**src/rtl/mtg_pkg.sv**
```systemverilog
package mtg_pkg;
  localparam int N_DATA = 3;
  localparam int WGT_W  = 3;
  localparam int SEL_W  = 4;
  localparam int SUM_W  = $clog2((N_DATA + 1) * ((1 << WGT_W) - 1) + 1);

  typedef struct packed {
    logic                          valid;
    logic [N_DATA-1:0][WGT_W-1:0] w;
    logic [WGT_W-1:0]              w_ct;
    logic [SUM_W-1:0]              k;
  } preset_t;

  function automatic preset_t mk(input int wa, input int wb, input int wc,
                                 input int wct, input int k);
    preset_t p;
    p.valid = 1'b1;
    p.w[0]  = WGT_W'(wa);
    p.w[1]  = WGT_W'(wb);
    p.w[2]  = WGT_W'(wc);
    p.w_ct  = WGT_W'(wct);
    p.k     = SUM_W'(k);
    return p;
  endfunction

  function automatic preset_t preset_lookup(input logic [SEL_W-1:0] sel);
    preset_t p;
    p = '0;
    case (sel)
      SEL_W'(0): p = mk(1, 1, 0, 1, 2);
      SEL_W'(1): p = mk(1, 1, 1, 2, 3);
      SEL_W'(2): p = mk(1, 1, 1, 1, 3);
      SEL_W'(3): p = mk(1, 1, 2, 1, 3);
      SEL_W'(4): p = mk(1, 1, 2, 2, 4);
      SEL_W'(5): p = mk(1, 1, 2, 1, 4);
      SEL_W'(6): p = mk(1, 1, 1, 1, 2);
      SEL_W'(7): p = mk(1, 1, 2, 2, 3);
      default:   p = '0;
    endcase
    return p;
  endfunction
endpackage

```
**src/rtl/mtg_preset_dec.sv**
```systemverilog
module mtg_preset_dec
  import mtg_pkg::*;
#(
  parameter int SEL_BITS = SEL_W
) (
  input  logic [SEL_BITS-1:0] sel,
  output preset_t             cfg
);
  always_comb begin
    cfg = preset_lookup(SEL_W'(sel));
  end
endmodule

```
**src/rtl/mtg_sum_node.sv**
```systemverilog
module mtg_sum_node
  import mtg_pkg::*;
#(
  parameter int N_IN = N_DATA,
  parameter int SW   = SUM_W
) (
  input  logic            clk,
  input  logic            rst,
  input  logic            discharge,
  input  logic [N_IN-1:0] data,
  input  logic            ctl,
  input  preset_t         cfg,
  output logic [SW-1:0]   sum_q,
  output logic [SW-1:0]   k_q,
  output logic            err_q
);
  logic [N_IN-1:0][SW-1:0] term;
  logic [SW-1:0]           ctl_term;
  logic [SW-1:0]           sum_d;

  for (genvar i = 0; i < N_IN; i++) begin : g_term
    assign term[i] = data[i] ? SW'(cfg.w[i]) : '0;
  end

  assign ctl_term = ctl ? SW'(cfg.w_ct) : '0;

  always_comb begin
    sum_d = ctl_term;
    for (int i = 0; i < N_IN; i++) begin
      sum_d = sum_d + term[i];
    end
  end

  always_ff @(posedge clk) begin
    if (rst || discharge) begin
      sum_q <= '0;
      k_q   <= '0;
      err_q <= 1'b0;
    end else begin
      sum_q <= sum_d;
      k_q   <= SW'(cfg.k);
      err_q <= ~cfg.valid;
    end
  end
endmodule

```
**src/rtl/mtg_out_stage.sv**
```systemverilog
module mtg_out_stage #(
  parameter int SW = mtg_pkg::SUM_W
) (
  input  logic          clk,
  input  logic          rst,
  input  logic          discharge,
  input  logic [SW-1:0] sum_q,
  input  logic [SW-1:0] k_q,
  input  logic          err_q,
  output logic          out_f,
  output logic          out_fn,
  output logic          cfg_err
);
  logic was_eval;
  logic fire;

  assign fire = (sum_q >= k_q);

  always_ff @(posedge clk) begin
    if (rst) begin
      was_eval <= 1'b0;
      out_f    <= 1'b0;
      out_fn   <= 1'b1;
      cfg_err  <= 1'b0;
    end else begin
      was_eval <= ~discharge;
      if (discharge && was_eval) begin
        if (err_q) begin
          out_f   <= 1'b0;
          out_fn  <= 1'b0;
          cfg_err <= 1'b1;
        end else begin
          out_f   <= fire;
          out_fn  <= ~fire;
          cfg_err <= 1'b0;
        end
      end
    end
  end
endmodule

```
**src/rtl/morph_thresh_gate.sv**
```systemverilog
module morph_thresh_gate
  import mtg_pkg::*;
(
  input  logic             clk,
  input  logic             rst,
  input  logic             discharge,
  input  logic             in_a,
  input  logic             in_b,
  input  logic             in_c,
  input  logic             ctl,
  input  logic [SEL_W-1:0] preset_sel,
  output logic             out_f,
  output logic             out_fn,
  output logic             cfg_err
);
  preset_t          cfg;
  logic [SUM_W-1:0] sum_q;
  logic [SUM_W-1:0] k_q;
  logic             err_q;

  mtg_preset_dec #(.SEL_BITS(SEL_W)) u_dec (
    .sel (preset_sel),
    .cfg (cfg)
  );

  mtg_sum_node #(.N_IN(N_DATA), .SW(SUM_W)) u_sum (
    .clk       (clk),
    .rst       (rst),
    .discharge (discharge),
    .data      ({in_c, in_b, in_a}),
    .ctl       (ctl),
    .cfg       (cfg),
    .sum_q     (sum_q),
    .k_q       (k_q),
    .err_q     (err_q)
  );

  mtg_out_stage #(.SW(SUM_W)) u_out (
    .clk       (clk),
    .rst       (rst),
    .discharge (discharge),
    .sum_q     (sum_q),
    .k_q       (k_q),
    .err_q     (err_q),
    .out_f     (out_f),
    .out_fn    (out_fn),
    .cfg_err   (cfg_err)
  );
endmodule

```
**config.mk**
```make
export PLATFORM = sky130hd
export DESIGN_NAME = morph_thresh_gate
export DESIGN_NICKNAME = d
export VERILOG_FILES = /design/src/rtl/mtg_pkg.sv /design/src/rtl/mtg_preset_dec.sv /design/src/rtl/mtg_sum_node.sv /design/src/rtl/mtg_out_stage.sv /design/src/rtl/morph_thresh_gate.sv
export SDC_FILE = /design/constraint.sdc
export NUM_CORES = 1
export LEC_CHECK = 0
export BUFFER_PORTS_ARGS = -buffer_cell sky130_fd_sc_hd__buf_2
export CELL_PAD_IN_SITES_DETAIL_PLACEMENT = 1
export CELL_PAD_IN_SITES_GLOBAL_PLACEMENT = 1
export CORE_UTILIZATION = 38
export DETAILED_ROUTE_END_ITERATION = 6
export HOLD_SLACK_MARGIN = 0.08
export PLACE_DENSITY = 0.84
export SLEW_MARGIN = 20
export SYNTH_ARGS = -nofsm -noshare
export SYNTH_HDL_FRONTEND = slang
export SYNTH_SLANG_ARGS = --single-unit
export TNS_END_PERCENT = 20
```
**constraint.sdc**
```tcl
create_clock -name clk -period 2.9 [get_ports clk]
set_input_delay 0.58 -clock clk [delete_from_list [all_inputs] [get_ports clk]]
set_output_delay 0.58 -clock clk [all_outputs]
set_load 0.01 [all_outputs]
```
==> flow_summary.toml, run 1 <==
[setup_path]
cp_slowest_cell = "fa_1"
crit_fanout = 5
worstSetupStartpoint = "preset_sel[0]"
rrSetupSlack_ns = 1.59
path_cells = "buf_2 > inv_1 > ha_1 > nand2b_1 > o21ai_0 > nor2_1 > fa_1 > ha_1 > fa_1 > xnor2_1 > nor3_1"
r2r-start = "u_sum.k_q[2]"
worst-setup-path-type = "in -> reg"
worstPathArrival_ns = 2.83
worstReg2RegEnd = "u_out.out_fn"
startpoint_type = "input pin"
required_ns = 3.09
r2r_cells = 5
end_kind = "flip-flop"
cp_slowest_stage_delay_ns = 0.48
cp-endpoint = "u_sum.sum_q[2]"

[clocking]
clk_pin_slew_ns = 0.08
htreeDepth = 1
postCtsHoldBufs = 0
clock_sinks = 12
cts-buffers-inserted = 3
post-cts-setup-buffers = 0
cts_tree = "done"
ctsResizeCount = 0
clock-root-buffer = "clkbuf_4"
clock_path_buffers = 2
clk_latency_ns = 0.28

[drt]
totalWireLength_um = 1444
drt-wirelength-per-cell_um = 13.75
detail-route-antenna-nets = 0
dr.pass1.iters = 4
drc_errors = 0
drt-vias-per-instance = 5.171
initialDrtViolationCount = 12
vias = 543

[pwr]
p_switching_mw = 0.09255
intPower_mw = 0.2737
ir_drop_mv = 0.3081
pwr-share-comb_pct = 15.8
finalPower_mw = 0.3663
seqPwrFrac_pct = 47.4
swShare_pct = 25.27
clkPwrFrac_pct = 36.8
power.leakage_nw = 0.3830
power.density_nw_per_um2 = 458.8

[yosys]
ys_warn_count = 0
yosysMostFrequentCell = "dfxtp_1"
syn_area_um2 = 674.4
ys_seq_area_share_pct = 35.62
syn_area_per_cell_um2 = 9.367
yosys-top-cells-area = "dfxtp_1 (36%), ha_1 (20%), fa_1 (5.9%)"
synth.largest_area_cell = "dfxtp_1"
syn_inst = 72
synth-async-reset-ratio_pct = 0
synth_ff_type = "dfxtp_1"
synth.distinct_cells = 22
synth_common_cells = "dfxtp_1 (12), ha_1 (11), nor2_1 (8)"
syn_nets = 96
synth.top_cell.area_share_pct = 35.62
synth_edf_count = 0
ys_ff_latch = 12

[die]
initial_core_util_pct = 42.78
die_area_um2 = 1947
die_h_um = 44.13
row_count = 14
num_io_pins = 14
die_w_um = 44.13
coreArea_um2 = 1577

[worst_hold_path]
min_path_type = "reg -> reg"

[finish]
fillers = 193
final_nets = 114
n_antenna_cell = 0
finalNonFillerCells = 105
layout-drive-gt1-share_pct = 21.35
syn2layout_area_growth_pct = 18.37

[global_route]
track_usage_pct = 17.71
grt_pass1_vias = 546
antenna_found_initial = 0
grt_max_degree = 9
grt_first_pass_wirelength_um = 2428
grt-ovfl-total = 0

[timing]
hold_viol = 0
skew_ns = 0.005475
period_share_pct = 90.74
setup-tns-final_ns = 0
hold_slack_ns = 0.4668
tightest_slew_ns = 0.2954
max_clock_freq_ghz = 0.3800
slew_viol_final = 0
setup_viol = 0
slew-limit-headroom_pct = 80.23
min_period_ns = 2.631
rsz0062_at_grt = "no"

[place]
dpl.cell_count = 101
portBuffers = 13
dp.final_hpwl_um = 1155
place_congestion = 0.7174

[status]
status = "finished, final reports clean"

[run]
cap_violations = 0
==> per-layer routing <==
metal	vias up	global-route usage (%)	wire length, µm
met1	256	19.49	636
met5	-	0	0
li1	274	-	-
met2	11	31.76	749
met4	0	7.273	19
met3	2	4.898	38
==> worst max-delay path: cells and delay by family <==
| kind | cells | cell delay, ns |
|---|---|---|
| buffers and inverters | 2 | 0.20 |
| adder cells (fa/ha/maj) | 4 | 1.43 |
| AND/OR/NAND/NOR | 3 | 0.40 |
| XOR/XNOR | 1 | 0.14 |
| AO/OA/AOI/OAI | 1 | 0.08 |
==> stage by stage <==
stage / area (µm²) / worst slack [ns] / utilization, %
after global routing: 798.3 / 0.1295 / 50.63
after CTS: 798.3 / 0.2778 / 50.63
after global placement: 762.0 / 0.05873 / 48.33
after detailed placement: 762.0 / 0.002617 / 48.33
after floorplan: 674.4 / 0.3222 / -
final: 798.3 / 0.2686 / 50.63
==> layout by cell type, fill, tap and decap left out, types with 2 or more instances in the layout <==
master	synthesis	final
a21oi_1	6	6
and2_1	3	3
buf_2	1	13
clkbuf_4	0	3
dfxtp_1	12	12
fa_1	2	2
ha_1	11	11
inv_1	6	6
nand2_1	5	5
nand2b_1	5	5
nor2_1	8	8
nor2b_1	2	2
==> worst min-delay path by stage <==
stage                  startpoint             to  slack [ns]  cells past startpoint
CTS                 u_out.cfg_err  u_out.cfg_err        0.47                      2
global placement    u_out.cfg_err  u_out.cfg_err        0.44                      2
floorplan             u_sum.err_q    u_out.out_f        0.44                      1
finish              u_out.cfg_err  u_out.cfg_err        0.47                      2
detailed placement  u_out.cfg_err  u_out.cfg_err        0.46                      2
global route         u_out.out_fn   u_out.out_fn        0.51                      1
==> area by class of cell <==
class                      count  area [µm²]  share of cell area [%]
multi-input combinational     53       406.6                   50.94
timing repair buffer          14       72.57                   9.091
sequential                    12       240.2                   30.09
clock buffer                   4       36.28                   4.545
inverter                       6       22.52                   2.821
tap                           16       20.02                   2.508
==> cell families after synthesis <==
family	synth area share, %
and+or+nand+nor	20.04
adders and majority gates	26.35
DFF	35.62
AOI/OAI and AO/OA	11.13
buffers and inverters	4.081
xor gates and xnor gates	1.299
muxes	1.484
==> flip-flops by register name, indices dropped and copies added, names as in the netlist <==
| name | flops |
|---|---|
| u_out.out_f | 1 |
| u_sum.err_q | 1 |
| u_out.was_eval | 1 |
| u_out.out_fn | 1 |
| u_sum.sum_q | 4 |
| u_out.cfg_err | 1 |
| u_sum.k_q | 3 |
==> power by group through the flow <==
stage | registers, mW | clock network [mW] | logic, mW
finish | 0.174 | 0.135 | 0.0577
global route | 0.174 | 0.148 | 0.0657
CTS | 0.174 | 0.139 | 0.0587
detailed placement | 0.177 | 0 | 0.0570
global placement | 0.177 | 0 | 0.0528
floorplan | 0.178 | 0 | 0.0341
Note: power is estimated with default switching activity, not from simulation.
==> run 2: changes to the inputs <==
--- a/config.mk
+++ b/config.mk
@@ -8,10 +8,11 @@
 export BUFFER_PORTS_ARGS = -buffer_cell sky130_fd_sc_hd__buf_2
 export CELL_PAD_IN_SITES_DETAIL_PLACEMENT = 1
 export CELL_PAD_IN_SITES_GLOBAL_PLACEMENT = 1
-export CORE_UTILIZATION = 38
+export CORE_UTILIZATION = 30
 export DETAILED_ROUTE_END_ITERATION = 6
 export HOLD_SLACK_MARGIN = 0.08
-export PLACE_DENSITY = 0.84
+export PLACE_DENSITY = 0.71
+export SETUP_SLACK_MARGIN = 0.2
 export SLEW_MARGIN = 20
 export SYNTH_ARGS = -nofsm -noshare
 export SYNTH_HDL_FRONTEND = slang
==> flow_summary.toml, run 2 (same netlist as run 1, synthesis figures left out) <==
[status]
status = "finished, final reports clean"

[clocking]
cts_tree = "done"
clock-root-buffer = "clkbuf_4"
cts-buffers-inserted = 3
clk_latency_ns = 0.27
htreeDepth = 1
post-cts-setup-buffers = 0
clock_path_buffers = 2
clk_pin_slew_ns = 0.07
clock_sinks = 12

[drt]
dr.pass1.iters = 4
drt-vias-per-instance = 4.586
drc_errors = 0
initialDrtViolationCount = 4
vias = 532
totalWireLength_um = 1237
drt-wirelength-per-cell_um = 10.66
detail-route-antenna-nets = 0

[global_route]
grt-ovfl-total = 0
antenna_found_initial = 0
track_usage_pct = 12.74
grt_first_pass_wirelength_um = 2228
grt_max_degree = 9
grt_pass1_vias = 527

[finish]
fin_util_pct = 40.01
layout-drive-gt1-share_pct = 22.47
mostFrequentLayoutCells = "buf_2 (12), dfxtp_1 (12), ha_1 (10)"
regMostFlops = "u_sum.sum_q"
n_antenna_cell = 0
largest_register_ffs = 4
fin_area_um2 = 817.0
syn2layout_area_growth_pct = 21.15
top_regs = "u_sum.sum_q (4), u_sum.k_q (3)"
finalNonFillerCells = 116
fillers = 265
final_nets = 114

[pwr]
power.leakage_nw = 0.3813
clkPwrFrac_pct = 36.5
intPower_mw = 0.2739
power.density_nw_per_um2 = 441.9
ir_drop_mv = 0.3207
seqPwrFrac_pct = 48.0
p_switching_mw = 0.08714
swShare_pct = 24.13
pwr-share-comb_pct = 15.5
finalPower_mw = 0.3610

[die]
die_h_um = 49.41
initial_core_util_pct = 33.03
coreArea_um2 = 2042
row_count = 16
die_w_um = 49.41
die_area_um2 = 2441
num_io_pins = 14

[timing]
skew_ns = 0.0009492
period_share_pct = 87.86
rsz0062_at_grt = "no"
slew_viol_final = 0
setup_viol = 0
setup-tns-final_ns = 0
finalWorstSetupSlack_ns = 0.3521
hold_viol = 0
tightest_slew_ns = 0.2876
hold_slack_ns = 0.4522
min_period_ns = 2.548
slew-limit-headroom_pct = 80.75
max_clock_freq_ghz = 0.3925

[setup_path]
crit_buf_inv = 2
cpMostUsedCell = "fa_1"
path_cells = "buf_2 > inv_1 > ha_1 > nand2b_1 > o21ai_0 > nor2_1 > fa_1 > ha_2 > fa_1 > xnor2_1 > nor3_1"
cp_slowest_stage_delay_ns = 0.48
worstPathArrival_ns = 2.75
startpoint_type = "input pin"
cp_top_family = "adder cells"
end_kind = "flip-flop"
required_ns = 3.10
crit_fanout = 4
worst-setup-path-type = "in -> reg"
cp_slowest_cell = "fa_1"

[place]
pre_cts_ws_ns = 0.02353
dpl.cell_count = 112
place_area_um2 = 775.7
place_congestion = 0.7001
portBuffers = 13
dp.final_hpwl_um = 1034

[worst_hold_path]
min_path_type = "reg -> reg"

[run]
cap_violations = 0
-- run 2: worst reg2reg max path, stage by stage, from the launching register on --
cell and delay (ns):
dfxtp_1 0.31, inv_1 0.04, ha_1 0.30, a211o_1 0.29, a31oi_2 0.18, a221o_1 0.16
-- run 2: area by class of cell --
class	instances	area (µm²)	area share (%)
sequential	12	240.2	29.40
inverter	6	22.52	2.757
tap	27	33.78	4.135
multi-input combinational	53	409.1	50.08
timing repair buffer	14	75.07	9.188
clock buffer	4	36.28	4.441
-- run 2: worst paths after layout --
| kind | startpoint | end | slack [ns] | cells past startpoint |
|---|---|---|---|---|
| worst max register to register | u_sum.k_q[2] | u_out.out_fn | 1.57 | 5 |
| worst min register to register | u_out.cfg_err | u_out.cfg_err | 0.45 | 2 |
| worst max-delay path | preset_sel[1] | u_sum.sum_q[2] | 0.35 | 11 |
| worst min-delay path | u_out.cfg_err | u_out.cfg_err | 0.45 | 2 |
-- run 2: layer usage --
layer	global-route usage, %	wire length, µm
met5	0	0
met4	5.714	11
met3	5.607	48
met2	22.60	648
met1	12.69	528
-- run 2: power groups by stage --
stage	logic [mW]	clock network (mW)	registers, mW
global placement	0.0539	0	0.177
finish	0.0559	0.132	0.173
global route	0.0657	0.148	0.174
CTS	0.0567	0.138	0.173
floorplan	0.0341	0	0.178
detailed placement	0.0559	0	0.177
-- run 2: what timing repair did --
action | CTS | global route
hold buffers | 0 | 0
gates resized for setup | 0 | 2
setup endpoints to repair | 0 | 1
